--- config.mk ---
export PLATFORM = sky130hd
export DESIGN_NAME = pgwalk_top
export DESIGN_NICKNAME = d
export VERILOG_FILES = /design/src/rtl/pgw_pkg.sv /design/src/rtl/pgw_addr_gen.sv /design/src/rtl/pgw_pte_decode.sv /design/src/rtl/pgw_fsm.sv /design/src/rtl/pgwalk_top.sv
export SDC_FILE = /design/constraint.sdc
export NUM_CORES = 1
export LEC_CHECK = 0
export BUFFER_PORTS_ARGS = -buffer_cell sky130_fd_sc_hd__buf_2
export CAP_MARGIN = 0
export CORE_UTILIZATION = 48
export DETAILED_ROUTE_END_ITERATION = 6
export PLACE_DENSITY = 0.89
export SLEW_MARGIN = 25
export SYNTH_ARGS = -nofsm -noshare
export SYNTH_HDL_FRONTEND = slang
export SYNTH_SLANG_ARGS = --single-unit
--- constraint.sdc ---
create_clock -name clk -period 2.5 [get_ports clk]
set_input_delay 0.25 -clock clk [delete_from_list [all_inputs] [get_ports clk]]
set_output_delay 0.25 -clock clk [all_outputs]
set_load 0.1 [all_outputs]
--- src/rtl/pgw_pkg.sv ---
package pgw_pkg;
   typedef enum logic [2:0] {
      WK_IDLE  = 3'd0,
      WK_READ  = 3'd1,
      WK_WAIT  = 3'd2,
      WK_FILL  = 3'd3,
      WK_FAULT = 3'd4
   } walk_state_e;

   localparam int unsigned VALID_POS = 0;
   localparam int unsigned REF_POS   = 3;
endpackage

--- src/rtl/pgw_addr_gen.sv ---
module pgw_addr_gen #(
   parameter int unsigned VPN_W = 20,
   parameter int unsigned PA_W  = 32,
   parameter int unsigned PTE_W = 32
) (
   input  logic [PA_W-1:0]  root,
   input  logic [VPN_W-1:0] vpn,
   output logic [PA_W-1:0]  entry_addr
);
   localparam int unsigned BYTES = PTE_W / 8;
   localparam int unsigned SHIFT = $clog2(BYTES);
   localparam int unsigned SUM_W = PA_W + VPN_W + SHIFT;

   generate
      if ((PTE_W % 8) != 0 || (1 << SHIFT) != BYTES) begin : g_bad_pte
         $error("pgw_addr_gen: PTE_W must be a power-of-two byte count");
      end
   endgenerate

   logic [SUM_W-1:0] sum_w;
   logic [SUM_W-1:0] scaled_w;

   always_comb begin
      scaled_w   = SUM_W'(vpn) << SHIFT;
      sum_w      = SUM_W'(root) + scaled_w;
      entry_addr = sum_w[PA_W-1:0];
   end
endmodule

--- src/rtl/pgw_pte_decode.sv ---
module pgw_pte_decode #(
   parameter int unsigned PTE_W   = 32,
   parameter int unsigned OFF_W   = 12,
   parameter int unsigned PPN_W   = 20,
   parameter bit          SET_REF = 1'b1
) (
   input  logic [PTE_W-1:0] pte,
   output logic             pte_valid,
   output logic [PPN_W-1:0] pte_ppn,
   output logic [OFF_W-1:0] pte_flags
);
   import pgw_pkg::*;

   generate
      if (OFF_W + PPN_W > PTE_W) begin : g_bad_fields
         $error("pgw_pte_decode: PPN and flag fields exceed entry width");
      end
      if (OFF_W <= REF_POS) begin : g_bad_off
         $error("pgw_pte_decode: flag field too narrow for accessed bit");
      end
   endgenerate

   logic [OFF_W-1:0] raw_flags;

   always_comb begin
      pte_valid = pte[VALID_POS];
      pte_ppn   = pte[OFF_W +: PPN_W];
      raw_flags = pte[OFF_W-1:0];
   end

   generate
      if (SET_REF) begin : g_mark_ref
         always_comb begin
            pte_flags          = raw_flags;
            pte_flags[REF_POS] = 1'b1;
         end
      end else begin : g_pass_ref
         always_comb pte_flags = raw_flags;
      end
   endgenerate
endmodule

--- src/rtl/pgw_fsm.sv ---
module pgw_fsm (
   input  logic clk,
   input  logic rst_n,
   input  logic miss_valid,
   input  logic mem_req_ready,
   input  logic mem_resp_valid,
   input  logic resp_pte_valid,
   output logic accept,
   output logic capture,
   output logic idle,
   output logic req_active,
   output logic fill_now,
   output logic fault_now
);
   import pgw_pkg::*;

   walk_state_e state_q, state_d;

   always_comb begin
      accept  = 1'b0;
      capture = 1'b0;
      state_d = state_q;
      unique case (state_q)
         WK_IDLE: if (miss_valid) begin
            accept  = 1'b1;
            state_d = WK_READ;
         end
         WK_READ: if (mem_req_ready) state_d = WK_WAIT;
         WK_WAIT: if (mem_resp_valid) begin
            capture = 1'b1;
            state_d = resp_pte_valid ? WK_FILL : WK_FAULT;
         end
         WK_FILL:  state_d = WK_IDLE;
         WK_FAULT: state_d = WK_IDLE;
         default:  state_d = WK_IDLE;
      endcase
   end

   always_ff @(posedge clk) begin
      if (!rst_n) state_q <= WK_IDLE;
      else        state_q <= state_d;
   end

   always_comb begin
      idle       = (state_q == WK_IDLE);
      req_active = (state_q == WK_READ);
      fill_now   = (state_q == WK_FILL);
      fault_now  = (state_q == WK_FAULT);
   end

   // an accepted miss leaves the walker non-idle next cycle
   p_accept_busy_r7: assert property (@(posedge clk) disable iff (!rst_n)
      accept |=> !idle);
   // a captured response completes one cycle later
   p_resp_done_r5: assert property (@(posedge clk) disable iff (!rst_n)
      capture |=> (fill_now || fault_now));
   // completion returns to idle
   p_done_idle_r7: assert property (@(posedge clk) disable iff (!rst_n)
      (fill_now || fault_now) |=> idle);
   // capture only after a request has completed its handshake
   p_capture_after_req_r8: assert property (@(posedge clk) disable iff (!rst_n)
      capture |-> !req_active && !idle);
endmodule

--- src/rtl/pgwalk_top.sv ---
module pgwalk_top #(
   parameter int unsigned VPN_W      = 20,
   parameter int unsigned PA_W       = 32,
   parameter int unsigned PTE_W      = 32,
   parameter int unsigned OFF_W      = 12,
   parameter int unsigned PPN_W      = 20,
   parameter bit          LATCH_ROOT = 1'b1,
   parameter bit          SET_REF    = 1'b1
) (
   input  logic             clk,
   input  logic             rst_n,
   input  logic             miss_valid,
   input  logic [VPN_W-1:0] miss_vpn,
   output logic             miss_ready,
   output logic             busy,
   input  logic [PA_W-1:0]  ptbr,
   output logic             mem_req_valid,
   output logic [PA_W-1:0]  mem_req_addr,
   input  logic             mem_req_ready,
   input  logic             mem_resp_valid,
   input  logic [PTE_W-1:0] mem_resp_data,
   output logic             fill_valid,
   output logic [VPN_W-1:0] fill_vpn,
   output logic [PPN_W-1:0] fill_ppn,
   output logic [OFF_W-1:0] fill_flags,
   output logic             fault_valid,
   output logic [VPN_W-1:0] fault_vpn
);
   import pgw_pkg::*;

   generate
      if (VPN_W < 1 || PA_W < 8) begin : g_bad_widths
         $error("pgwalk_top: address widths too small");
      end
   endgenerate

   logic             accept, capture, idle, req_active, fill_now, fault_now;
   logic             dec_valid;
   logic [PPN_W-1:0] dec_ppn;
   logic [OFF_W-1:0] dec_flags;
   logic [VPN_W-1:0] vpn_q;
   logic [PA_W-1:0]  root_use;
   logic [PA_W-1:0]  addr_w;
   logic [PPN_W-1:0] ppn_q;
   logic [OFF_W-1:0] flags_q;

   pgw_fsm u_fsm (
      .clk            (clk),
      .rst_n          (rst_n),
      .miss_valid     (miss_valid),
      .mem_req_ready  (mem_req_ready),
      .mem_resp_valid (mem_resp_valid),
      .resp_pte_valid (dec_valid),
      .accept         (accept),
      .capture        (capture),
      .idle           (idle),
      .req_active     (req_active),
      .fill_now       (fill_now),
      .fault_now      (fault_now)
   );

   pgw_pte_decode #(
      .PTE_W   (PTE_W),
      .OFF_W   (OFF_W),
      .PPN_W   (PPN_W),
      .SET_REF (SET_REF)
   ) u_dec (
      .pte       (mem_resp_data),
      .pte_valid (dec_valid),
      .pte_ppn   (dec_ppn),
      .pte_flags (dec_flags)
   );

   generate
      if (LATCH_ROOT) begin : g_root_latched
         logic [PA_W-1:0] root_q;
         always_ff @(posedge clk) begin
            if (!rst_n)      root_q <= '0;
            else if (accept) root_q <= ptbr;
         end
         assign root_use = root_q;
      end else begin : g_root_live
         assign root_use = ptbr;
      end
   endgenerate

   pgw_addr_gen #(
      .VPN_W (VPN_W),
      .PA_W  (PA_W),
      .PTE_W (PTE_W)
   ) u_addr (
      .root       (root_use),
      .vpn        (vpn_q),
      .entry_addr (addr_w)
   );

   always_ff @(posedge clk) begin
      if (!rst_n) begin
         vpn_q   <= '0;
         ppn_q   <= '0;
         flags_q <= '0;
      end else begin
         if (accept)  vpn_q <= miss_vpn;
         if (capture) begin
            ppn_q   <= dec_ppn;
            flags_q <= dec_flags;
         end
      end
   end

   always_comb begin
      miss_ready    = idle;
      busy          = !idle;
      mem_req_valid = req_active;
      mem_req_addr  = addr_w;
      fill_valid    = fill_now;
      fill_vpn      = vpn_q;
      fill_ppn      = ppn_q;
      fill_flags    = flags_q;
      fault_valid   = fault_now;
      fault_vpn     = vpn_q;
   end

   // request held with a stable address until handshake
   p_req_hold_r4: assert property (@(posedge clk) disable iff (!rst_n)
      (mem_req_valid && !mem_req_ready) |=> (mem_req_valid && $stable(mem_req_addr)));
   // request drops after handshake
   p_req_drop_r4: assert property (@(posedge clk) disable iff (!rst_n)
      (mem_req_valid && mem_req_ready) |=> !mem_req_valid);
   // fill and fault exclusive
   p_fill_fault_excl_r6: assert property (@(posedge clk) disable iff (!rst_n)
      !(fill_valid && fault_valid));
   // accessed marker always set on a fill
   p_fill_ref_r5: assert property (@(posedge clk) disable iff (!rst_n)
      fill_valid |-> (!SET_REF || fill_flags[REF_POS]));
   // page number stable while a walk is in progress
   p_vpn_hold_r2: assert property (@(posedge clk) disable iff (!rst_n)
      (busy && !fill_valid && !fault_valid) |=> $stable(fill_vpn));
endmodule

==> results of run 1 <==
==> per-layer routing <==
metal / vias to the layer above / part of all wire / global-route usage
li1: 2415 / - / -
met1: 2504 / 0.38 / 0.335
met2: 291 / 0.52 / 0.534
met3: 49 / 0.071 / 0.0638
met4: 0 / 0.030 / 0.122
met5: - / 0 / 0
==> state kept, by name, indices dropped and copies added, names as in the netlist <==
register	flops
g_root_latched.root_q	32
fault_vpn	20
fill_ppn	20
fill_flags	12
u_fsm.state_q	3
==> final timing paths <==
path	endpoint	cells after the start
setup / recovery	mem_req_addr[28]	10
hold / removal	fault_vpn[3]	3
setup reg to reg	fault_vpn[10]	6
hold reg to reg	fill_ppn[9]	2
==> logic make-up after synthesis <==
family,Yosys count,synth area share
simple gates,245,0.217
compound gates,153,0.231
fa+ha+maj,21,0.0573
flops,87,0.369
buf+inv,71,0.0764
xor+xnor,26,0.0483
==> critical path, delay by kind of cell (launching register included) <==
| kind | cells | cell delay (ns) |
|---|---|---|
| xor+xnor | 1 | 0.22 |
| buf+inv | 3 | 0.54 |
| fa+ha+maj | 1 | 0.38 |
| flops | 1 | 0.38 |
| compound gates | 5 | 0.88 |
==> synthesized netlist by cell type (all sizes together) (11+ instances only) <==
cell,n
nor2,19
clkbuf,26
a21boi,84
a21oi,18
dfxtp,87
ha,20
xor2,11
buf,31
xnor2,15
inv,14
nand2,186
o21ai,12
==> what timing repair did <==
action / 4_1_cts / 5_1_grt
resized for setup: 42 / 55
endpoints found under the setup margin: 25 / 26
buffers inserted: 12 / 12
gates cloned: 0 / 0
pin swaps: 24 / 28
==> power by group through the flow <==
| stage | logic, uW | registers [uW] | clock network [uW] |
|---|---|---|---|
| detailed placement | 1960 | 1580 | 0 |
| global route | 2160 | 1570 | 1050 |
| global placement | 1930 | 1570 | 0 |
| CTS | 2000 | 1550 | 991 |
| finish | 2090 | 1560 | 975 |
| floorplan | 1300 | 1800 | 0 |
==> final cells by class <==
cell class,instances,share of cell area
Clock inverter,7,0.00938
Sequential cell,87,0.232
Multi-Input combinational cell,445,0.487
Inverter,14,0.00715
Clock buffer,9,0.0157
Timing Repair Buffer,247,0.228
Tap cell,129,0.0205
Antenna cell,1,0.000318
==> metrics by stage <==
step                cells  power, uW   util  cell area (um2)
floorplan             603       3100      -             5720
global placement      899       3500  0.748             7010
detailed placement    899       3540  0.748             7010
CTS                   927       4550  0.801             7510
global route          939       4780  0.840             7870
finish                939       4630  0.840             7870
==> flow_summary.yaml, run 1 <==
status:
  outcome: "finished with violations"
  violations: "setup timing"
sta:
  setup_viol: 22
  slew_headroom: 0.565
  fin_ws_ns: -0.492
  fin_crit_sh: 1.20
  max_freq_mhz: 334
  rsz0062_at_grt: "true"
  hold_viol_final: 0
  fin_crit_ns: 2.99
  whs_ns: 0.105
  tns_ns: -6.10
  worst_slew_pin_slew_ns: 0.650
  skew_ns: 0.0124
  slew_viol_final: 0
final_layout:
  n_fill_cell: 513
  final_common_cell: "nand2_1"
  drive_gt1_frac: 0.507
  multi_input_area_um2: 3830
  fin_nets: 914
  syn_to_final_growth_pct: 67.0
  final_cell_mix: "178 x nand2_1, 169 x buf_2, 60 x dfxtp_1"
  ff_latch_area_um2: 1820
clock_network:
  tritoncts: "done"
  cts_root_buffer: "clkbuf_8"
  clk_latency_ns: 0.37
  clkSinkCount: 87
  clkSlewWorstSetupHoldPaths_ns: 0.10
  cts.htree.levels: 3
  cts_max_path_buffers: 2
  cts-buffers-inserted: 9
  hold_buffers: 0
grt:
  grt_pass1_wl_mm: 23.5
  grt_pass1_vias: 4915
  grt_overflow_total: 0
  grt_max_degree: 88
  grt_use_total: 0.295
  antenna_found_initial: 1
setup_path:
  r2r_start: "u_fsm.state_q[1]"
  crit_path_start_kind: "flip-flop"
  cp-end-kind: "output port"
  path_common_cell: "buf_12"
  worstSetupStartpoint: "fault_vpn[15]"
  critPathSlowestCell: "dfxtp_4"
  r2r_slack_ns: 0.47
  worstPathArrival_ns: 2.74
  critical_path_class: "flip-flop to output port"
  cp_cell_sequence: "ha_4, a21o_1, a31oi_4, buf_4, a21oi_1, o31ai_4, buf_12, a21oi_4, xor2_4, buf_12"
  cp_max_fo: 7
  max_stage_delay_ns: 0.38
  crit_required_ns: 2.25
logic_synthesis:
  ys_seq_area_frac: 0.369
  synth_area_um2: 4710
  synth_top_area_frac: 0.369
  syn_nets: 713
  async_flop_share: 0
  ys.flop_type: "dfxtp_1"
  syn_area_per_cell_um2: 7.82
  yosys.area.top_type: "dfxtp_1"
  ys_ff_latch: 87
  syn_inst: 603
  yosysWarnings: 0
  synth_edf_count: 0
  synth_cell_type_count: 45
  synth_area_leaders: "dfxtp_1 37%, nand2_1 15%, a21boi_0 11%"
detailed_routing:
  vias_per_cell: 5.60
  drtAntennaViolNets: 0
  wl_per_cell_um: 17.8
  routed_wl_mm: 16.7
  vias: 5259
  drt_iter0_drc: 324
  firstDrtPassIters: 5
  drc: 0
power_and_ir_drop:
  max-vdd-ir-drop_uv: 546
  pwr-share-clk: 0.211
  p_comb_frac: 0.453
  p_int_uw: 2490
  power.net_switching_uw: 2140
  switching_share: 0.461
  power_density_nw_per_um2: 588
  p_leak_uw: 0.00336
  p_seq_frac: 0.337
floorplan:
  ios: 198
  fp.dieW_um: 101
  die-area_um2: 10200
  die_h_um: 101
  rows: 35
  start_util: 0.503
  core-area_um2: 9370
place:
  gp_congestion: 0.915
  hpwlAfterDp_mm: 11.2
  dp_slack_ns: -0.285
  port_buffers: 196
worst_hold_path:
  hold_start: "miss_vpn[3]"
  min_path_type: "input port to flip-flop"
flow_run:
  drv_cap: 0
No activity file was read; power rests on OpenSTA's default activity.
==> run 2: changes to the inputs <==
--- a/config.mk
+++ b/config.mk
@@ -5,11 +5,12 @@
 export SDC_FILE = /design/constraint.sdc
 export NUM_CORES = 1
 export LEC_CHECK = 0
+export ABC_AREA = 1
 export BUFFER_PORTS_ARGS = -buffer_cell sky130_fd_sc_hd__buf_2
 export CAP_MARGIN = 0
-export CORE_UTILIZATION = 48
+export CORE_UTILIZATION = 50
 export DETAILED_ROUTE_END_ITERATION = 6
-export PLACE_DENSITY = 0.89
+export PLACE_DENSITY = 0.9
 export SLEW_MARGIN = 25
 export SYNTH_ARGS = -nofsm -noshare
 export SYNTH_HDL_FRONTEND = slang
==> flow_summary.yaml, run 2 <==
status:
  outcome: "finished with violations"
  violations: "setup timing"
place:
  port_buffers: 196
  hpwlAfterDp_mm: 11.4
  gp_congestion: 0.891
clock_network:
  clkSlewWorstSetupHoldPaths_ns: 0.08
  cts-buffers-inserted: 9
  clkSinkCount: 87
  tritoncts: "done"
  hold_buffers: 0
  cts.htree.levels: 3
  cts_root_buffer: "clkbuf_8"
  clk_latency_ns: 0.36
  cts_max_path_buffers: 2
setup_path:
  critical_path_class: "flip-flop to output port"
  path_common_cell: "nand2_1"
  cp_max_fo: 3
  max_stage_delay_ns: 0.36
  cp_cell_sequence: "ha_4, inv_2, fa_2, inv_2, buf_6, nand3_2, nand3b_1, nand2_1, nand2_1, nand2_1, nand2_2, buf_12"
  critPathSlowestCell: "dfxtp_2"
  cp-end-kind: "output port"
  crit_required_ns: 2.25
  worstPathArrival_ns: 2.28
  crit_path_start_kind: "flip-flop"
logic_synthesis:
  synth_area_um2: 5250
  async_flop_share: 0
  ys.flop_type: "dfxtp_1"
  yosys.area.top_type: "dfxtp_1"
  synth_cell_type_count: 32
  yosysWarnings: 0
  syn_nets: 903
  yosysMostFrequentCell: "nand2_1"
  ys_ff_latch: 87
  synth_compound_area_frac: 0.113
  ys_seq_area_frac: 0.332
  synth_top_area_frac: 0.332
  synth_area_leaders: "dfxtp_1 33%, nand2_1 17%, nand3_1 9.6%"
  synth_edf_count: 0
  yosys.area_share.simple: 0.340
  syn_inst: 793
  synth_top_family_by_area: "simple AND/OR/NAND/NOR gates"
  synthAdderAreaFrac: 0.0515
  synthMuxAreaShare: 0
  syn_area_per_cell_um2: 6.62
  ys_top_cells_by_count: "244 x nand2_1, 101 x nand3_1, 97 x a21oi_1"
  synthXorXnorAreaFrac: 0.0234
final_layout:
  n_fill_cell: 804
  syn_to_final_growth_pct: 41.4
  finish.utilization: 0.726
  final_common_cell: "nand2_1"
  largest_reg_flops: 32
  final_cell_mix: "211 x nand2_1, 171 x buf_2, 93 x nand3_1"
  antenna_cells: 0
  fin_nets: 1070
  ff_latch_area_um2: 1780
  drive_gt1_frac: 0.377
  regMostFlops: "g_root_latched.root_q"
  multi_input_area_um2: 3430
detailed_routing:
  drt_iter0_drc: 319
  routed_wl_mm: 15.9
  vias: 5831
  drc: 0
  firstDrtPassIters: 5
  wl_per_cell_um: 14.5
  vias_per_cell: 5.30
  drtAntennaViolNets: 0
sta:
  whs_ns: 0.0820
  fin_crit_ns: 2.53
  rsz0062_at_grt: "true"
  tns_ns: -0.0271
  fin_ws_ns: -0.0271
  setup_viol: 1
  fin_crit_sh: 1.01
  worst_slew_pin_slew_ns: 0.648
  slew_viol_final: 0
  hold_viol_final: 0
  max_freq_mhz: 396
  skew_ns: 0.0126
  slew_headroom: 0.567
grt:
  grt_max_degree: 65
  grt_pass1_wl_mm: 24.9
  grt_use_total: 0.283
  grt_overflow_total: 0
  grt_pass1_vias: 5559
  antenna_found_initial: 0
floorplan:
  die-area_um2: 10900
  core-area_um2: 10200
  ios: 198
  fp.dieW_um: 104
  rows: 37
  die_h_um: 104
  start_util: 0.513
worst_hold_path:
  min_path_type: "input port to flip-flop"
power_and_ir_drop:
  p_leak_uw: 0.00353
  power_density_nw_per_um2: 958
  max-vdd-ir-drop_uv: 648
flow_run:
  drv_cap: 0
-- run 2: changes by cell type in the layout (fill, tap and decap cells not counted), sizes merged, moves of 10 or more --
cell	before	now
a21boi	84	0
nor2	19	36
nand3	10	103
nand2	186	250
inv	16	91
xnor2	15	2
buf	246	212
a31oi	10	0
a21oi	18	98
-- run 2: timing repair --
item,in CTS,in global routing
buffers inserted,6,2
gates resized for setup,33,59
pin swaps,11,17
endpoints found under the setup margin,24,23
hold endpoints to repair,0,0
-- run 2: path summary, 6_finish.rpt --
path	slack, ns	from	endpoint	cells past startpoint
max reg2reg	0.91	u_fsm.state_q[2]	g_root_latched.root_q[3]	6
max	-0.03	g_root_latched.root_q[2]	mem_req_addr[20]	12
min	0.08	mem_resp_data[0]	u_fsm.state_q[2]	2
min reg2reg	0.46	fill_ppn[0]	fill_ppn[0]	2
-- run 2: logic make-up (layout without fill, tap and decap cells) --
kind of cell,count (synthesis),count (layout)
AO/OA/AOI/OAI,116,116
XOR/XNOR,14,14
adder cells (fa/ha/maj),21,21
buffers and inverters,146,318
flip-flops,87,87
AND/OR/NAND/NOR,409,409
-- run 2: final cells by class --
cell class              instances  share of cell area
multi-input cells             560               0.462
flip-flops and latches         87               0.240
repair buffers                212               0.202
inverters                      90              0.0458
well taps                     136              0.0229
clock buffers                  12              0.0196
clock inverters                 4             0.00725
-- run 2: routing by layer --
layer / GRT usage / wire [um] / up-vias
met2: 0.509 / 7980 / 259
met4: 0.127 / 627 / 0
met1: 0.320 / 6270 / 2665
li1: - / - / 2855
met3: 0.0589 / 1050 / 52
met5: 0 / 0 / -
-- run 2: worst max-delay path: cells and delay by family (launching register included) --
kind,cells,cell delay (ns)
adder cells (fa/ha/maj),2,0.50
AND/OR/NAND/NOR,6,0.66
flip-flops,1,0.36
buffers and inverters,4,0.38
-- run 2: report_power, final --
| part | internal, uW | leakage [uW] | total (uW) | switching (uW) |
|---|---|---|---|---|
| Sequential | 1570 | 0.000720 | 1750 | 179 |
| Clock | 495 | 0.0000932 | 1030 | 534 |
| Combinational | 1120 | 0.00271 | 4330 | 3210 |
| Total | 3190 | 0.00353 | 7110 | 3930 |
-- run 2: through the flow --
| stage | area, um2 | setup WS, ns | power (uW) | std cells |
|---|---|---|---|---|
| 2_1_floorplan | 5600 | -0.0832 | 5100 | 793 |
| 3_3_place_gp | 6780 | 0.237 | 5890 | 1077 |
| 3_5_place_dp | 6780 | 0.215 | 5920 | 1077 |
| 4_1_cts | 7170 | -0.0375 | 7010 | 1099 |
| 5_1_grt | 7420 | -0.128 | 7390 | 1101 |
| 6_report | 7420 | -0.0271 | 7110 | 1101 |
